==> src/rtl/wdog_pkg.sv <==
`timescale 1ns/1ps
package wdog_pkg;
  typedef enum logic [1:0] {
    ST_IDLE = 2'd0,
    ST_IRQ  = 2'd1,
    ST_NMI  = 2'd2,
    ST_RST  = 2'd3
  } wd_stage_e;

  typedef enum logic [1:0] {
    MD_OFF     = 2'd0,
    MD_IRQ     = 2'd1,
    MD_IRQ_NMI = 2'd2,
    MD_ALL     = 2'd3
  } wd_mode_e;
endpackage

==> src/rtl/wdog_prescale.sv <==
`timescale 1ns/1ps
module wdog_prescale #(
  parameter int PRESC_W = 8
) (
  input  logic clk_i,
  input  logic rst_ni,
  input  logic restart_i,
  input  logic en_i,
  output logic tick_o
);
  localparam logic [PRESC_W-1:0] DIV_MAX = {PRESC_W{1'b1}};

  logic [PRESC_W-1:0] div_q;

  always_ff @(posedge clk_i or negedge rst_ni) begin
    if (!rst_ni)                 div_q <= '0;
    else if (restart_i || !en_i) div_q <= '0;
    else                         div_q <= div_q + 1'b1;
  end

  assign tick_o = en_i && (div_q == DIV_MAX);


  tick_spacing_chk: assert property (@(posedge clk_i) disable iff (!rst_ni)
    tick_o |=> !tick_o);
endmodule

==> src/rtl/wdog_decr.sv <==
`timescale 1ns/1ps
module wdog_decr #(
  parameter int LEN_W = 16,
  parameter int LOW_W = 8
) (
  input  logic             clk_i,
  input  logic             rst_ni,
  input  logic             restart_i,
  input  logic             tick_i,
  input  logic [LEN_W-1:0] load_len_i,
  input  logic [LEN_W-1:0] run_len_i,
  output logic             expire_o
);
  localparam int CNT_W = LEN_W + LOW_W;
  localparam logic [CNT_W-1:0] CNT_ONE = CNT_W'(1);

  logic [CNT_W-1:0] cnt_q;
  logic             at_end;

  assign at_end   = (cnt_q <= CNT_ONE);
  assign expire_o = tick_i && !restart_i && at_end;

  always_ff @(posedge clk_i or negedge rst_ni) begin
    if (!rst_ni)        cnt_q <= '0;
    else if (restart_i) cnt_q <= {load_len_i, {LOW_W{1'b0}}};
    else if (tick_i) begin
      if (at_end) cnt_q <= {run_len_i, {LOW_W{1'b0}}};
      else        cnt_q <= cnt_q - 1'b1;
    end
  end


  cnt_step_chk: assert property (@(posedge clk_i) disable iff (!rst_ni)
    (tick_i && !restart_i && !at_end) |=> (cnt_q == $past(cnt_q) - 1'b1));

  cnt_hold_chk: assert property (@(posedge clk_i) disable iff (!rst_ni)
    (!tick_i && !restart_i) |=> $stable(cnt_q));
endmodule

==> src/rtl/wdog_stage.sv <==
`timescale 1ns/1ps
module wdog_stage import wdog_pkg::*; (
  input  logic      clk_i,
  input  logic      rst_ni,
  input  logic      restart_i,
  input  logic      expire_i,
  input  wd_mode_e  mode_i,
  output wd_stage_e stage_o,
  output logic      irq_o,
  output logic      nmi_o,
  output logic      soft_rst_o
);
  wd_stage_e stage_q, stage_d;
  logic      rst_q;

  always_comb begin
    stage_d = stage_q;
    if (expire_i) begin
      unique case (stage_q)
        ST_IDLE: if (mode_i != MD_OFF)     stage_d = ST_IRQ;
        ST_IRQ:  if (mode_i >= MD_IRQ_NMI) stage_d = ST_NMI;
        ST_NMI:  if (mode_i == MD_ALL)     stage_d = ST_RST;
        default: stage_d = stage_q;
      endcase
    end
  end

  always_ff @(posedge clk_i or negedge rst_ni) begin
    if (!rst_ni) begin
      stage_q <= ST_IDLE;
      rst_q   <= 1'b0;
    end else if (restart_i) begin
      stage_q <= ST_IDLE;
      rst_q   <= 1'b0;
    end else begin
      stage_q <= stage_d;
      rst_q   <= (stage_q == ST_NMI) && (stage_d == ST_RST);
    end
  end

  assign stage_o    = stage_q;
  assign irq_o      = (stage_q != ST_IDLE);
  assign nmi_o      = (stage_q == ST_NMI) || (stage_q == ST_RST);
  assign soft_rst_o = rst_q;


  restart_clear_chk: assert property (@(posedge clk_i) disable iff (!rst_ni)
    restart_i |=> (stage_q == ST_IDLE) && !soft_rst_o);

  rst_pulse_chk: assert property (@(posedge clk_i) disable iff (!rst_ni)
    soft_rst_o |=> !soft_rst_o);

  rst_stage_chk: assert property (@(posedge clk_i) disable iff (!rst_ni)
    soft_rst_o |-> (stage_q == ST_RST));

  nmi_mode_chk: assert property (@(posedge clk_i) disable iff (!rst_ni)
    nmi_o |-> (mode_i >= MD_IRQ_NMI));

  one_step_chk: assert property (@(posedge clk_i) disable iff (!rst_ni)
    !restart_i |=> ((stage_q == $past(stage_q)) ||
                    (2'(stage_q) == 2'($past(stage_q)) + 2'd1)));
endmodule

==> src/rtl/wdog_core.sv <==
`timescale 1ns/1ps
module wdog_core import wdog_pkg::*; #(
  parameter int LEN_W   = 16,
  parameter int LOW_W   = 8,
  parameter int PRESC_W = 8
) (
  input  logic             clk_i,
  input  logic             rst_ni,
  input  logic             wr_en_i,
  input  logic             wr_sel_i,
  input  logic [LEN_W+1:0] wr_data_i,
  output logic             irq_o,
  output logic             nmi_o,
  output logic             soft_rst_o,
  output logic [1:0]       stat_o
);
  localparam int DATA_W = LEN_W + 2;

  logic [LEN_W-1:0] len_q;
  wd_mode_e         mode_q;
  logic             cfg_wr, restart, run_en, tick, expire;
  logic [LEN_W-1:0] load_len;
  wd_stage_e        stage;

  assign cfg_wr  = wr_en_i && !wr_sel_i;
  assign restart = wr_en_i;

  always_ff @(posedge clk_i or negedge rst_ni) begin
    if (!rst_ni) begin
      len_q  <= '0;
      mode_q <= MD_OFF;
    end else if (cfg_wr) begin
      len_q  <= wr_data_i[DATA_W-1:2];
      mode_q <= wd_mode_e'(wr_data_i[1:0]);
    end
  end

  assign load_len = cfg_wr ? wr_data_i[DATA_W-1:2] : len_q;
  assign run_en   = (mode_q != MD_OFF);

  wdog_prescale #(.PRESC_W(PRESC_W)) u_presc (
    .clk_i     (clk_i),
    .rst_ni    (rst_ni),
    .restart_i (restart),
    .en_i      (run_en),
    .tick_o    (tick)
  );

  wdog_decr #(.LEN_W(LEN_W), .LOW_W(LOW_W)) u_decr (
    .clk_i      (clk_i),
    .rst_ni     (rst_ni),
    .restart_i  (restart),
    .tick_i     (tick),
    .load_len_i (load_len),
    .run_len_i  (len_q),
    .expire_o   (expire)
  );

  wdog_stage u_stage (
    .clk_i      (clk_i),
    .rst_ni     (rst_ni),
    .restart_i  (restart),
    .expire_i   (expire),
    .mode_i     (mode_q),
    .stage_o    (stage),
    .irq_o      (irq_o),
    .nmi_o      (nmi_o),
    .soft_rst_o (soft_rst_o)
  );

  assign stat_o = stage;


  off_quiet_chk: assert property (@(posedge clk_i) disable iff (!rst_ni)
    (mode_q == MD_OFF) |-> (!irq_o && !nmi_o && !soft_rst_o && stat_o == 2'd0));

  poke_wins_chk: assert property (@(posedge clk_i) disable iff (!rst_ni)
    (wr_en_i && wr_sel_i) |=> !irq_o);
endmodule

==> config.mk <==
export PLATFORM = sky130hd
export DESIGN_NAME = wdog_core
export DESIGN_NICKNAME = d
export VERILOG_FILES = /design/src/rtl/wdog_pkg.sv /design/src/rtl/wdog_prescale.sv /design/src/rtl/wdog_decr.sv /design/src/rtl/wdog_stage.sv /design/src/rtl/wdog_core.sv
export SDC_FILE = /design/constraint.sdc
export NUM_CORES = 1
export LEC_CHECK = 0
export ABC_AREA = 1
export CORE_ASPECT_RATIO = 0.7
export CORE_MARGIN = 2
export CORE_UTILIZATION = 50
export CTS_BUF_LIST = sky130_fd_sc_hd__clkbuf_16
export DETAILED_ROUTE_END_ITERATION = 16
export PLACE_DENSITY = 0.7
export SYNTH_ARGS = -nofsm -noshare
export SYNTH_HDL_FRONTEND = slang
export SYNTH_SLANG_ARGS = --single-unit
export TNS_END_PERCENT = 30
==> constraint.sdc <==
create_clock -name clk_i -period 4.3 [get_ports clk_i]
set_input_delay 0.86 -clock clk_i [delete_from_list [all_inputs] [get_ports clk_i]]
set_output_delay 0.86 -clock clk_i [all_outputs]
set_load 0.01 [all_outputs]
==> results of run 1 <==
## through the flow
stage	hold slack (ns)	power (uW)	cell area, sq um
6_report	0.4590	1186	3592
5_1_grt	0.4939	1254	3592
4_1_cts	0.4675	1198	3592
3_5_place_dp	0.4588	817.8	3456
3_3_place_gp	0.4481	811.6	3456
2_1_floorplan	0.4329	747.9	3156
## worst max-delay path, delay by kind of cell
family	cells	cell delay, ns
buffers and inverters	6	1.17
AND/OR/NAND/NOR	4	0.79
AO/OA/AOI/OAI	2	0.17
## cells in the final DEF (no fill, tap or decap), drive strengths merged, types with 3 or more instances in the layout
cell type / instances
inv: 56
nand2: 138
nand3: 22
clkbuf: 5
xor2: 12
ha: 3
nand3b: 9
dfrtp: 53
buf: 5
clkdlybuf4s50: 25
a21oi: 8
nor2: 60
nand4: 13
nor3b: 4
o21ai: 30
## sequential cells by signal, indices dropped and copies added, names as in the netlist
signal,count
len_q,16
u_decr.cnt_q,24
mode_q,2
u_stage.stage_o,2
u_stage.soft_rst_o,1
u_presc.div_q,8
## layout make-up
type                    instances  area [sq um]
repair buffers                 30         285.3
clock buffers                   5         125.1
well taps                      78         97.59
flip-flops and latches         53          1326
clock inverters                 3         11.26
multi-input cells             310          1545
inverters                      53         201.4
fillers                       559          2564
## per-layer routing
| metal | track usage (%) | routed length [microns] |
|---|---|---|
| met5 | 0 | 0 |
| met3 | 3.303 | 402 |
| met1 | 34.21 | 3550 |
| met4 | 4.110 | 30 |
| met2 | 31.98 | 2905 |
## final timing paths
kind                            slack [ns]          endpoint  cells past startpoint
worst min register to register        0.46  u_presc.div_q[0]                      1
worst max register to register        2.13  u_decr.cnt_q[18]                     10
min in group asynchronous             0.71   u_decr.cnt_q[0]                      2
worst min-delay path                  0.46  u_presc.div_q[0]                      1
worst max-delay path                  1.47  u_decr.cnt_q[23]                     12
max in group asynchronous             3.14  u_decr.cnt_q[13]                      2
## cells by family after synthesis
family / after synthesis
AND/OR/NAND/NOR: 249
buffers and inverters: 63
multiplexers: 2
adder cells (fa/ha/maj): 3
flip-flops: 53
XOR/XNOR: 14
AO/OA/AOI/OAI: 42
## power by group
part	leakage [uW]	internal (uW)	switching, uW
clock network	0.0000776	210	166
registers	0.000681	544	40.4
logic	0.00101	90.9	136
==> run summary, run 1 <==
outcome: completed
CTS tree: yes
post-route insts no fill: 532
Seq cells post-synth: 53
area share of the largest cell type after synthesis: 42.03%
Core Area: 6156 sq um
die width: 98.95 microns
number of synthesized flops with an enable pin: 0
Placed Cells: 524
CP startpoint: wr_en_i
number of CTS-inserted buffers: 5
Initial Utilization: 51.26%
HP Start: u_presc.div_q[0]
initial antenna violation count: 0
Post-Place Worst Slack: 1.117 ns
Final ANT Viol Nets: 0
GR Overflow Total: 0
P&R area growth vs syn: 13.84%
pwr/cell area: 330.3 nW/um^2
largest family of logic cells by synthesized area: simple AND/OR/NAND/NOR gates
I/O pins: 27
fraction of registers with async set/reset: 100.0%
Worst-Skew Late Latency: 0.28 ns
Pins Over Slew Limit: 0
Yosys top cell by area: dfrtp_1
Pleak: 0.001767 uW
crit share post-route: 65.92%
most numerous cell in the Yosys netlist: nand2_1
syn_area_per_cell: 7.407 sq um
GPL Wtd Cong: 0.9283
Post-Route WL: 6888 microns
Final Hold Fails: 0
H-tree depth: 2
RSZ-0062 raised after global routing: no
pin count of the biggest net entering global routing: 54
Unique masters post-synth: 35
slowest stage delay, CP: 0.63 ns
MaxCap Viol Count: 0
Post-CTS Hold Buffers: 0
Synth Area in Simple Gates: 34.85%
DR vias: 2,731
data required time of the critical path: 4.48 ns
Synth Net Count: 451
sequential fraction of the synthesis area: 42.03%
GRT Util Overall: 21.79%
fmax: 352.8 MHz
Antenna Cells: 0
post-layout net count: 478
crit-path max FO: 20
CP max-delay cell: or2_1
mux cell area share after synthesis: 0.7137%
first-pass GRT wire length: 12,280 microns
# rows: 24
Vert. Die Dim: 70.47 microns
Detail Placement HPWL: 5107 microns
Clock Path Buffers: 2
Final Util: 58.35%
drt drc: 0
Synth Area in Adders: 1.190%
fin crit period: 2.835 ns
Synth Instances: 426
clk root buf: clkbuf_16
count of cells resized by post-cts repair: 0
worst vdd ir: 0.1868 mV
crit path launch type: primary input
Netlist Area Pre-Place: 3156 sq um
worst r2r src: u_presc.div_q[0]
relative slew slack: 46.34%
routed wire length per instance: 12.95 microns
clk sinks: 53
Detailed Route Iter0 Violations: 132
post-CTS setup repair buffer count: 0
Cell Chain, Critical Path: clkdlybuf4s50_1 > buf_4 > inv_4 > or2_1 > buf_4 > nand2_2 > o211ai_1 > o21ai_1 > inv_1 > nand2_1 > inv_1 > nand2_1
post-synthesis xor/xnor area fraction: 3.886%
DRT Pass-1 Iters: 5
routed vias/inst: 5.133
Hold Crit Class: reg -> reg
setup_tns: 0 ns
crit path DAT: 3.01 ns
layout cell share with drive strength beyond 1: 8.590%
critical path type: in -> reg
Die Area: 6973 sq um
final setup margin: 1.465 ns
Worst-path clk slew: 0.06 ns
Synth area leaders: dfrtp_1 42%, nand2_1 15%, nor2_1 6.5%
yosys warns: 0
number of global-route vias before repair: 2,554
compound-cell area share of the yosys netlist: 8.327%
Clock Skew: 0.002780 ns
PortBufs: 26
Post-synth top flop: dfrtp_1
Tightest Pin Transition: 0.8049 ns
critical path endpoint category: flop
top post-synthesis cells by count: 129 x nand2_1, 55 x nor2_1, 53 x dfrtp_1, 51 x inv_1, 21 x nand3_1
Setup-failing EPs final: 0
No activity file was read; power rests on OpenSTA's default activity.
==> run 2: changes to the inputs <==
Clock period 4.3 ns to 2.74 ns, I/O delays scaled along.
==> run summary, run 2 (same netlist as run 1, synthesis figures left out) <==
Final Util: 58.90%
commonest non-fill, non-tap cell in the layout: nand2_1
Gate power share: 19.0%
Post-CTS Hold Buffers: 0
Final Hold Fails: 0
number of CTS-inserted buffers: 5
H-tree depth: 2
Clock Path Buffers: 2
die width: 98.95 microns
setup_tns: 0 ns
Core Area: 6156 sq um
layout cell share with drive strength beyond 1: 9.607%
DRT Pass-1 Iters: 5
Post-Route WL: 6922 microns
Pins Over Slew Limit: 0
pwr/cell area: 520.9 nW/um^2
count of cells resized by post-cts repair: 0
Final ANT Viol Nets: 0
Initial Utilization: 51.26%
P&R area growth vs syn: 14.91%
Antenna Cells: 0
GPL Wtd Cong: 0.9851
sequential share of power: 48.5%
Tightest Pin Transition: 0.5715 ns
outcome: completed
GR Overflow Total: 0
routed vias/inst: 5.091
Worst-path clk slew: 0.07 ns
Clock Skew: 0.005438 ns
Pleak: 0.001782 uW
post-CTS setup repair buffer count: 0
clk root buf: clkbuf_16
crit path DAT: 2.18 ns
sw power: 557.8 uW
Detailed Route Iter0 Violations: 129
DR vias: 2,729
initial antenna violation count: 0
crit share post-route: 72.96%
routed wire length per instance: 12.91 microns
clock power share: 32.5%
Top Registers: u_decr.cnt_q x24, len_q x16, u_presc.div_q x8
I/O pins: 27
PortBufs: 26
RSZ-0062 raised after global routing: no
number of global-route vias before repair: 2,566
pin count of the biggest net entering global routing: 27
first-pass GRT wire length: 11,940 microns
internal power: 1331 uW
worst vdd ir: 0.2325 mV
relative slew slack: 61.90%
crit-path max FO: 15
sw frac: 29.53%
GRT Util Overall: 21.17%
Vert. Die Dim: 70.47 microns
Biggest register: u_decr.cnt_q
drt drc: 0
Detail Placement HPWL: 5394 microns
fmax: 500.2 MHz
Worst-Skew Late Latency: 0.30 ns
Hold Crit Class: in -> async
MaxCap Viol Count: 0
Largest register FFs: 24
fin crit period: 1.999 ns
critical path type: reg -> reg
crit path launch type: flop
Setup-failing EPs final: 0
commonest non-fill, non-tap cells in the layout: 129 x nand2_1, 55 x nor2_1, 53 x inv_1, 53 x dfrtp_1, 25 x clkdlybuf4s50_1
Die Area: 6973 sq um
CTS tree: yes
post-layout net count: 482
clk sinks: 53
# rows: 24
data required time of the critical path: 2.92 ns
critical path endpoint category: flop
==> run 2: final timing paths <==
| path | from | end | slack, ns | depth (start not counted) |
|---|---|---|---|---|
| max in group asynchronous | rst_ni | u_decr.cnt_q[12] | 1.79 | 2 |
| hold reg to reg | u_presc.div_q[0] | u_presc.div_q[0] | 0.46 | 1 |
| hold / removal | rst_ni | u_presc.div_q[3] | 0.24 | 1 |
| setup / recovery | u_decr.cnt_q[0] | u_decr.cnt_q[18] | 0.74 | 11 |
| min in group clk_i | u_presc.div_q[0] | u_presc.div_q[0] | 0.46 | 1 |
| setup reg to reg | u_decr.cnt_q[0] | u_decr.cnt_q[18] | 0.74 | 11 |
==> run 2: power by group through the flow <==
stage                     Combinational, uW  Sequential [uW]  Clock (uW)
after floorplan                         263              911           0
after global placement                  349              928           0
after detailed placement                359              929           0
after CTS                               360              914         629
after global routing                    412              925         658
final                                   359              915         614
==> run 2: metal layers <==
metal	track usage [%]	vias to the layer above	part of all wire [%]
met2	30.63	54	42
li1	-	1403	-
met3	4.705	4	5.0
met1	31.86	1268	52
met5	0	-	0
met4	5.784	0	0.46
==> run 2: cell type report <==
type,instances,area [sq um]
clock buffer,5,125.1
clock inverter,3,15.01
fill,561,2530
inverter,53,201.4
multi-input combinational,310,1545
sequential,53,1326
tap,78,97.59
timing repair buffer,34,315.3
==> run 2: through the flow <==
stage,instance area (sq um),power (uW),instances,hold slack (ns),setup slack [ns]
after floorplan,3156,1174,426,0.2524,1.053
after global placement,3486,1278,528,0.4509,0.4898
final,3626,1889,536,0.2434,0.7409
after global routing,3626,1995,536,0.2937,0.5822
after detailed placement,3486,1288,528,0.4501,0.4558
after CTS,3626,1903,536,0.2676,0.7457
==> run 2: worst max-delay path, stage by stage (launching register included) <==
cell and delay (ns):
dfrtp_1 0.42, inv_1 0.11, ha_1 0.31, inv_1 0.07
nand2_1 0.10, nand2_1 0.06, nor2_1 0.15, nand3_2 0.17
nand2_4 0.15, inv_2 0.14, nand2_1 0.13, nand3_1 0.08
